### src/rtl/slot_pwr_pkg.sv
package slot_pwr_pkg;
  localparam int unsigned NUM_RAILS = 3;
  localparam int unsigned IDX_AUX   = 0;

  typedef struct packed {
    logic [NUM_RAILS-1:0] sw;
    logic [NUM_RAILS-1:0] dis;
  } rail_cmd_t;
endpackage

### src/rtl/slot_stby_track.sv
module slot_stby_track (
  input  logic clk_i,
  input  logic rst_ni,
  input  logic stby_act_i,
  input  logic card_i,
  input  logic mains_i,
  output logic early_o
);
  logic early_q, prev_q, early_d;

  // early = standby predates card or main supplies; late standby is remembered while held
  always_comb begin
    if (!stby_act_i)   early_d = 1'b0;
    else if (!card_i)  early_d = 1'b1;
    else if (!prev_q)  early_d = !mains_i;
    else               early_d = early_q;
  end

  always_ff @(posedge clk_i or negedge rst_ni) begin
    if (!rst_ni) begin
      early_q <= 1'b0;
      prev_q  <= 1'b0;
    end else begin
      early_q <= early_d;
      prev_q  <= stby_act_i;
    end
  end

  assign early_o = early_d;


  stby_release_clr_chk: assert property (@(posedge clk_i) disable iff (!rst_ni)
    !stby_act_i |=> !early_q);

  stby_nocard_set_chk: assert property (@(posedge clk_i) disable iff (!rst_ni)
    (stby_act_i && !card_i) |=> early_q);
endmodule

### src/rtl/slot_rail_mode.sv
module slot_rail_mode
  import slot_pwr_pkg::*;
(
  input  logic      aux_ok_i,
  input  logic      shdn_act_i,
  input  logic      therm_any_i,
  input  logic      card_i,
  input  logic      stby_act_i,
  input  logic      early_i,
  input  logic      mains_i,
  output rail_cmd_t cmd_o
);
  logic live, all_on, aux_only, discharge;

  assign live      = aux_ok_i && !shdn_act_i && !therm_any_i;
  assign all_on    = live && card_i && !stby_act_i && mains_i;
  assign aux_only  = live && card_i &&
                     ((stby_act_i && !early_i) || (!stby_act_i && !mains_i));
  assign discharge = aux_ok_i &&
                     (shdn_act_i || (!therm_any_i && !card_i && !stby_act_i));

  for (genvar r = 0; r < NUM_RAILS; r++) begin : g_rail
    if (r == IDX_AUX) begin : g_aux
      assign cmd_o.sw[r] = all_on || aux_only;
    end else begin : g_main
      assign cmd_o.sw[r] = all_on;
    end
    assign cmd_o.dis[r] = discharge;
  end
endmodule

### src/rtl/slot_oc_filter.sv
module slot_oc_filter #(
  parameter int unsigned CYC = 20000
) (
  input  logic clk_i,
  input  logic rst_ni,
  input  logic raw_i,
  output logic flt_o
);
  localparam int unsigned CNT_W = (CYC > 2) ? $clog2(CYC) : 1;
  localparam logic [CNT_W-1:0] CNT_LAST = CNT_W'(CYC - 1);

  logic             flt_q;
  logic [CNT_W-1:0] cnt_q;

  always_ff @(posedge clk_i or negedge rst_ni) begin
    if (!rst_ni) begin
      flt_q <= 1'b0;
      cnt_q <= '0;
    end else if (raw_i == flt_q) begin
      cnt_q <= '0;
    end else if (cnt_q == CNT_LAST) begin
      flt_q <= raw_i;
      cnt_q <= '0;
    end else begin
      cnt_q <= cnt_q + 1'b1;
    end
  end

  assign flt_o = flt_q;


  oc_hold_chk: assert property (@(posedge clk_i) disable iff (!rst_ni)
    (raw_i == flt_q) |=> $stable(flt_q));

  oc_cnt_bound_chk: assert property (@(posedge clk_i) disable iff (!rst_ni)
    cnt_q <= CNT_LAST);
endmodule

### src/rtl/slot_pwr_ctrl.sv
module slot_pwr_ctrl
  import slot_pwr_pkg::*;
#(
  parameter int unsigned DEGLITCH_CYC = 20000
) (
  input  logic                 clk_i,
  input  logic                 rst_ni,
  input  logic                 aux_ok_i,
  input  logic                 v33_ok_i,
  input  logic                 v15_ok_i,
  input  logic                 shdn_ni,
  input  logic                 stby_ni,
  input  logic                 det_a_ni,
  input  logic                 det_b_ni,
  input  logic [NUM_RAILS-1:0] oc_i,
  input  logic [NUM_RAILS-1:0] therm_i,
  output logic [NUM_RAILS-1:0] sw_en_o,
  output logic [NUM_RAILS-1:0] dis_en_o,
  output logic                 oc_no
);
  logic      card, mains, stby_act, early, oc_flt;
  rail_cmd_t cmd;
  logic [NUM_RAILS-1:0] sw_q, dis_q;

  assign card     = !(det_a_ni && det_b_ni);
  assign mains    = v33_ok_i && v15_ok_i;
  assign stby_act = !stby_ni;

  slot_stby_track u_stby (
    .clk_i      (clk_i),
    .rst_ni     (rst_ni),
    .stby_act_i (stby_act),
    .card_i     (card),
    .mains_i    (mains),
    .early_o    (early)
  );

  slot_rail_mode u_mode (
    .aux_ok_i    (aux_ok_i),
    .shdn_act_i  (!shdn_ni),
    .therm_any_i (|therm_i),
    .card_i      (card),
    .stby_act_i  (stby_act),
    .early_i     (early),
    .mains_i     (mains),
    .cmd_o       (cmd)
  );

  slot_oc_filter #(.CYC(DEGLITCH_CYC)) u_oc (
    .clk_i  (clk_i),
    .rst_ni (rst_ni),
    .raw_i  (|oc_i),
    .flt_o  (oc_flt)
  );

  always_ff @(posedge clk_i or negedge rst_ni) begin
    if (!rst_ni) begin
      sw_q  <= '0;
      dis_q <= '0;
    end else begin
      sw_q  <= cmd.sw;
      dis_q <= cmd.dis;
    end
  end

  assign sw_en_o  = sw_q;
  assign dis_en_o = dis_q;
  assign oc_no    = !oc_flt;


  aux_off_chk: assert property (@(posedge clk_i) disable iff (!rst_ni)
    !aux_ok_i |=> (sw_en_o == '0 && dis_en_o == '0));

  shdn_dis_chk: assert property (@(posedge clk_i) disable iff (!rst_ni)
    (aux_ok_i && !shdn_ni) |=> (sw_en_o == '0 && dis_en_o == '1));

  therm_off_chk: assert property (@(posedge clk_i) disable iff (!rst_ni)
    (aux_ok_i && shdn_ni && (|therm_i)) |=> (sw_en_o == '0 && dis_en_o == '0));

  sw_dis_excl_chk: assert property (@(posedge clk_i) disable iff (!rst_ni)
    (sw_en_o & dis_en_o) == '0);

  main_pair_chk: assert property (@(posedge clk_i) disable iff (!rst_ni)
    !(v33_ok_i && v15_ok_i) |=> (sw_en_o[2:1] == 2'b00));
endmodule

### config.mk
export PLATFORM = sky130hd
export DESIGN_NAME = slot_pwr_ctrl
export DESIGN_NICKNAME = d
export VERILOG_FILES = /design/src/rtl/slot_pwr_pkg.sv /design/src/rtl/slot_stby_track.sv /design/src/rtl/slot_rail_mode.sv /design/src/rtl/slot_oc_filter.sv /design/src/rtl/slot_pwr_ctrl.sv
export SDC_FILE = /design/constraint.sdc
export NUM_CORES = 1
export LEC_CHECK = 0
export ABC_AREA = 1
export CAP_MARGIN = 20
export CORE_ASPECT_RATIO = 1.75
export CORE_MARGIN = 5
export CORE_UTILIZATION = 35
export DETAILED_ROUTE_END_ITERATION = 10
export DONT_BUFFER_PORTS = 1
export PLACE_DENSITY_LB_ADDON = 0.2
export SETUP_SLACK_MARGIN = 0.5
export SLEW_MARGIN = 15
export SYNTH_ARGS = -nofsm -noshare
export SYNTH_HDL_FRONTEND = slang
export SYNTH_HIERARCHICAL = 1
export SYNTH_SLANG_ARGS = --single-unit
### constraint.sdc
create_clock -name clk_i -period 3.65 [get_ports clk_i]
set_input_delay 1.095 -clock clk_i [delete_from_list [all_inputs] [get_ports clk_i]]
set_output_delay 1.095 -clock clk_i [all_outputs]
set_load 0.02 [all_outputs]
After elaboration in Yosys (flattened, before gate mapping) --
Index checks and enable logic that the tools add are counted.
Word-level totals: register bits 21, word-level logic and storage cells 41, output and inout port bits 7, input port bits 15
Operators by class: bitwise logic cells 1, multiplexer cells 5, reduce and logical (&&, ||, !) cells 26, equality and inequality tests 2, add/sub/neg operators 1
Operators with widths (count):
- $mux 15 | 2
- $add 15x1->15 const B | 1
- $eq 15x15->1 const B | 1
- $logic_and 1x1->1 | 13
- $logic_not 1->1 | 7
- $reduce_or 3->1 | 2
- $logic_or 1x1->1 | 3
- $mux 1 | 3
- $reduce_and 2->1 | 1
- $eq 1x1->1 | 1
- $not 1->1 | 1

Longest topological paths before layout --
depth after elaboration 10, gate-level depth with buffers 8, mapped depth without buffers 8

Hierarchy --
Netlist, hierarchy kept.
Modules (own cells, without submodules):
- slot_oc_filter | instances 1, area an instance 878.3 sq um, sequential area each 400.4 sq um, cells an instance 108
- slot_pwr_ctrl | instances 1, area an instance 195.2 sq um, sequential area each 150.1 sq um, cells an instance 18
- slot_rail_mode | instances 1, area an instance 88.8 sq um, sequential area each 0.0 sq um, cells an instance 18
- slot_stby_track | instances 1, area an instance 72.6 sq um, sequential area each 50.0 sq um, cells an instance 8

Least setup slack after synthesis --
OpenSTA, ideal clock, no wires.
path type input port to flip-flop, start point input oc_i[1], end point register u_oc.cnt_q[10], arrival time 1776 ps, data required time 3533 ps, stages on the path 6, setup time 117 ps, buffers on the path 0, slack 1757 ps, path through nor2_1 nand2_1 xnor2_2 inv_2 nand2_4 nor2_1
On the way: cells in the longest elaborated chain, start to end 3
RTL lines:
- start, declared | RTL line slot_pwr_ctrl.sv:15 | input logic [NUM_RAILS-1:0] oc_i,
- $reduce_or 3->1 | RTL line slot_pwr_ctrl.sv:52 | .raw_i (|oc_i),
- $eq 1x1->1 | RTL line slot_oc_filter.sv:19 | end else if (raw_i == flt_q) begin
- $mux 15 | RTL line slot_oc_filter.sv:19
- end signal, assigned | RTL line slot_oc_filter.sv:25 | cnt_q <= cnt_q + 1'b1;
- end, declared | RTL line slot_oc_filter.sv:13 | logic [CNT_W-1:0] cnt_q;
Every way passes these cells. A chain may end at the register's enable or synchronous reset.

Worst setup path in the final report --
start point register u_oc.flt_q (netlist: u_oc/flt_o), end point output oc_no
On the way: cells in the longest elaborated chain, start to end 1
RTL lines:
- start, declared | RTL line slot_oc_filter.sv:12 | logic flt_q;
- start signal, assigned | RTL line slot_oc_filter.sv:22 | flt_q <= raw_i;
- $logic_not 1->1 | RTL line slot_pwr_ctrl.sv:68 | assign oc_no = !oc_flt;
- end, declared | RTL line slot_pwr_ctrl.sv:19 | output logic oc_no
Every way passes these cells.

==> impl_results.md <==
- WP data required: roughly 2.6 ns
- Max cap viols: 0
- Largest net degree at the start of global routing: 25
- Critical path peak fanout: 3
- Die width: 54.9 um
- CP top delay family: flip-flops
- Largest area contributor in the netlist: dfrtp_1
- Layout Skew: 0.00261 ns
- Post-DR wirelength/cell: 12.0 um
- CTS Buf Count: 3
- Dpl hpwl: 1.88 mm
- Worst Setup End Kind: primary output
- Post-Syn Area: around 1200 um2
- Vias: around 940
- Initial antenna violation count: 0
- Routability Congestion: between 0.7 and 0.8
- VDD IR max: 0.270 mV
- Post-cts sizing count: 0
- Vias in the first global route: 1025
- Buffers on Ports: 0
- # nets final: between 150 and 200
- Synth Instances: around 150
- Ordered cell list for the critical path: inv_1
- Yosys top cell area share: 48.6%
- Clock Tree Buf Depth: 2
- Post-CTS Hold Fix Bufs: 0
- Final ANT Viol Nets: 0
- Buffers & Inverters on Critical Path: 1
- WS Path Type: flop to primary output
- Syn nets: ~170
- Most common cell after layout, fill and taps aside: nor2_1
- Row cnt: 28
- WL met1: approximately 810 um
- Netlist cell types: 23
- Commonest non-fill, non-tap cells in the layout: nor2_1 (35), nand2_1 (30), dfrtp_1 (24)
- N_diodes: 0
- Fin crit share: between 50% and 60%
- Share of layout cells above drive strength 1: around 14%
- Slowest CP cell: dfrtp_1
- Worst-Skew Late Latency: 0.26 ns
- Synth Area per Inst: slightly above 8 um2
- TNS Setup: 0 ns
- Clk root buf: clkbuf_8
- Max Clk Rate: 508 MHz
- Die Span Y: 88.6 um
- Yosys warning count: 6
- Worst slew pin tran: 0.423 ns
- Slew Limit Fails: 0
- Total congestion overflow: 0
- Initial drt markers: 20
- Lkg Pwr: 0.000590 uW
- Met2 wire len: 1.28 mm
- Pre-Repair DR Iteration Count: 4
- CP arrival: 0.87 ns
- Post-route minimum period: just under 2 ns
- Routed WL: approximately 2.4 mm
- Core Area: 3400 um2
- Starting Density: a little over a third
- Slew margin rel.: roughly 70%
- Die Area: 4860 um2
- Global Route Usage Sum: a little under an eighth
- RSZ-0062 raised after global routing: no
- Top-Level Pins: 22
- Final instance area: about 1300 um2
- Clk sinks: 24
- Cell Area, Placed: 1250 um2
- Hold Path Class: flop to flop
- CTS tree: built
- Top Layer Used: met4
- First-pass GRT wire length: roughly 4.2 mm
- Fin. Hold Viols: 0
- Routed vias/inst: approximately 4.8
- Metal3 WL: about 170 um
- Post-CTS setup buffers: 0
- # setup viols final: 0
- CTS H-Tree Depth: 1
- Area growth from synthesis to layout: 7.29%
- CP max stage delay: 0.44 ns
- Synth Register Bits: 24
- Drc violations: 0
- Top post-synthesis cells by area: dfrtp_1 (49%), nor2_1 (11%), nand2_1 (9.1%)
- Outcome: completed
- CP Launch Type: flop
- Sequential area share after synthesis: slightly below 50%
- Power Density: 390 nW/um2
- Clock Pin Slew Worst Setup and Hold Paths: ~0.080 ns
Yosys cell counts, drive strengths merged:
cell type and number:
a21oi 3, buf 5, dfrtp 24, ha 1
inv 20, nand2 37, nand3 6, nand4 4
nor2 40, nor3 1, nor3b 1, o21ai 2
o21bai 3, xnor2 2, xor2 3
final timing paths:
check / cells after the start / end / start / slack, ns
max: 1 / oc_no / u_oc/flt_o / 1.68
min: 1 / u_oc/cnt_q[0] / u_oc/cnt_q[0] / 0.48
max reg2reg: 6 / u_oc/cnt_q[8] / u_oc/cnt_q[0] / 2.28
min reg2reg: 1 / u_oc/cnt_q[0] / u_oc/cnt_q[0] / 0.48
max in group asynchronous: 0 / u_oc/cnt_q[5] / rst_ni / 3.06
min in group asynchronous: 0 / u_oc/cnt_q[6] / rst_ni / 0.52
cell families (layout without fill, tap and decap cells):
group,after synthesis,in the layout,synth area share (%)
xor gates and xnor gates,5,5,4.15
AOI/OAI and AO/OA,8,8,4.15
buffers and inverters,25,24,9.12
adders and majority gates,1,1,1.01
and+or+nand+nor,89,89,32.9
DFF,24,24,48.6
report_power, final:
| part | leakage (uW) | internal (uW) | switching (uW) | total, uW |
|---|---|---|---|---|
| registers | 0.000323 | 270 | 4.29 | 274 |
| clock network | 0.0000357 | 146 | 83.0 | 229 |
| logic | 0.000231 | 4.38 | 8.49 | 12.9 |
| total | 0.000590 | 420 | 95.7 | 516 |
area by class of cell:
cell class | instances | area, um2
Multi-Input combinational cell | 103 | 522
Sequential cell | 24 | 601
Clock inverter | 1 | 30.0
Inverter | 20 | 75.1
Clock buffer | 3 | 41.3
Tap cell | 45 | 56.3
Fill cell | 385 | 2070
state kept, by name, summed over array words and instances (netlist names):
signal	cells
u_oc/cnt_q	15
sw_en_o	3
u_stby/early_q	1
dis_en_o	3
u_oc/flt_o	1
u_stby/prev_q	1
metal layers:
| metal | global-route usage (%) | vias up |
|---|---|---|
| li1 | - | 459 |
| met4 | 8.85 | 0 |
| met1 | 11.4 | 430 |
| met2 | 20.2 | 35 |
| met3 | 3.20 | 12 |
| met5 | 0 | - |
stage by stage:
step / hold slack (ns) / std cells / setup WS, ns / util [%] / power (uW)
after CTS: 0.491 / 196 / 1.67 / 39.0 / 524
after detailed placement: 0.479 / 192 / 1.58 / 36.9 / 292
final: 0.478 / 196 / 1.68 / 39.0 / 516
after floorplan: 0.430 / 152 / 1.76 / - / 292
after global placement: 0.452 / 192 / 1.63 / 36.9 / 292
after global routing: 0.497 / 196 / 1.62 / 39.0 / 538
Note: power is estimated with default switching activity, not from simulation.
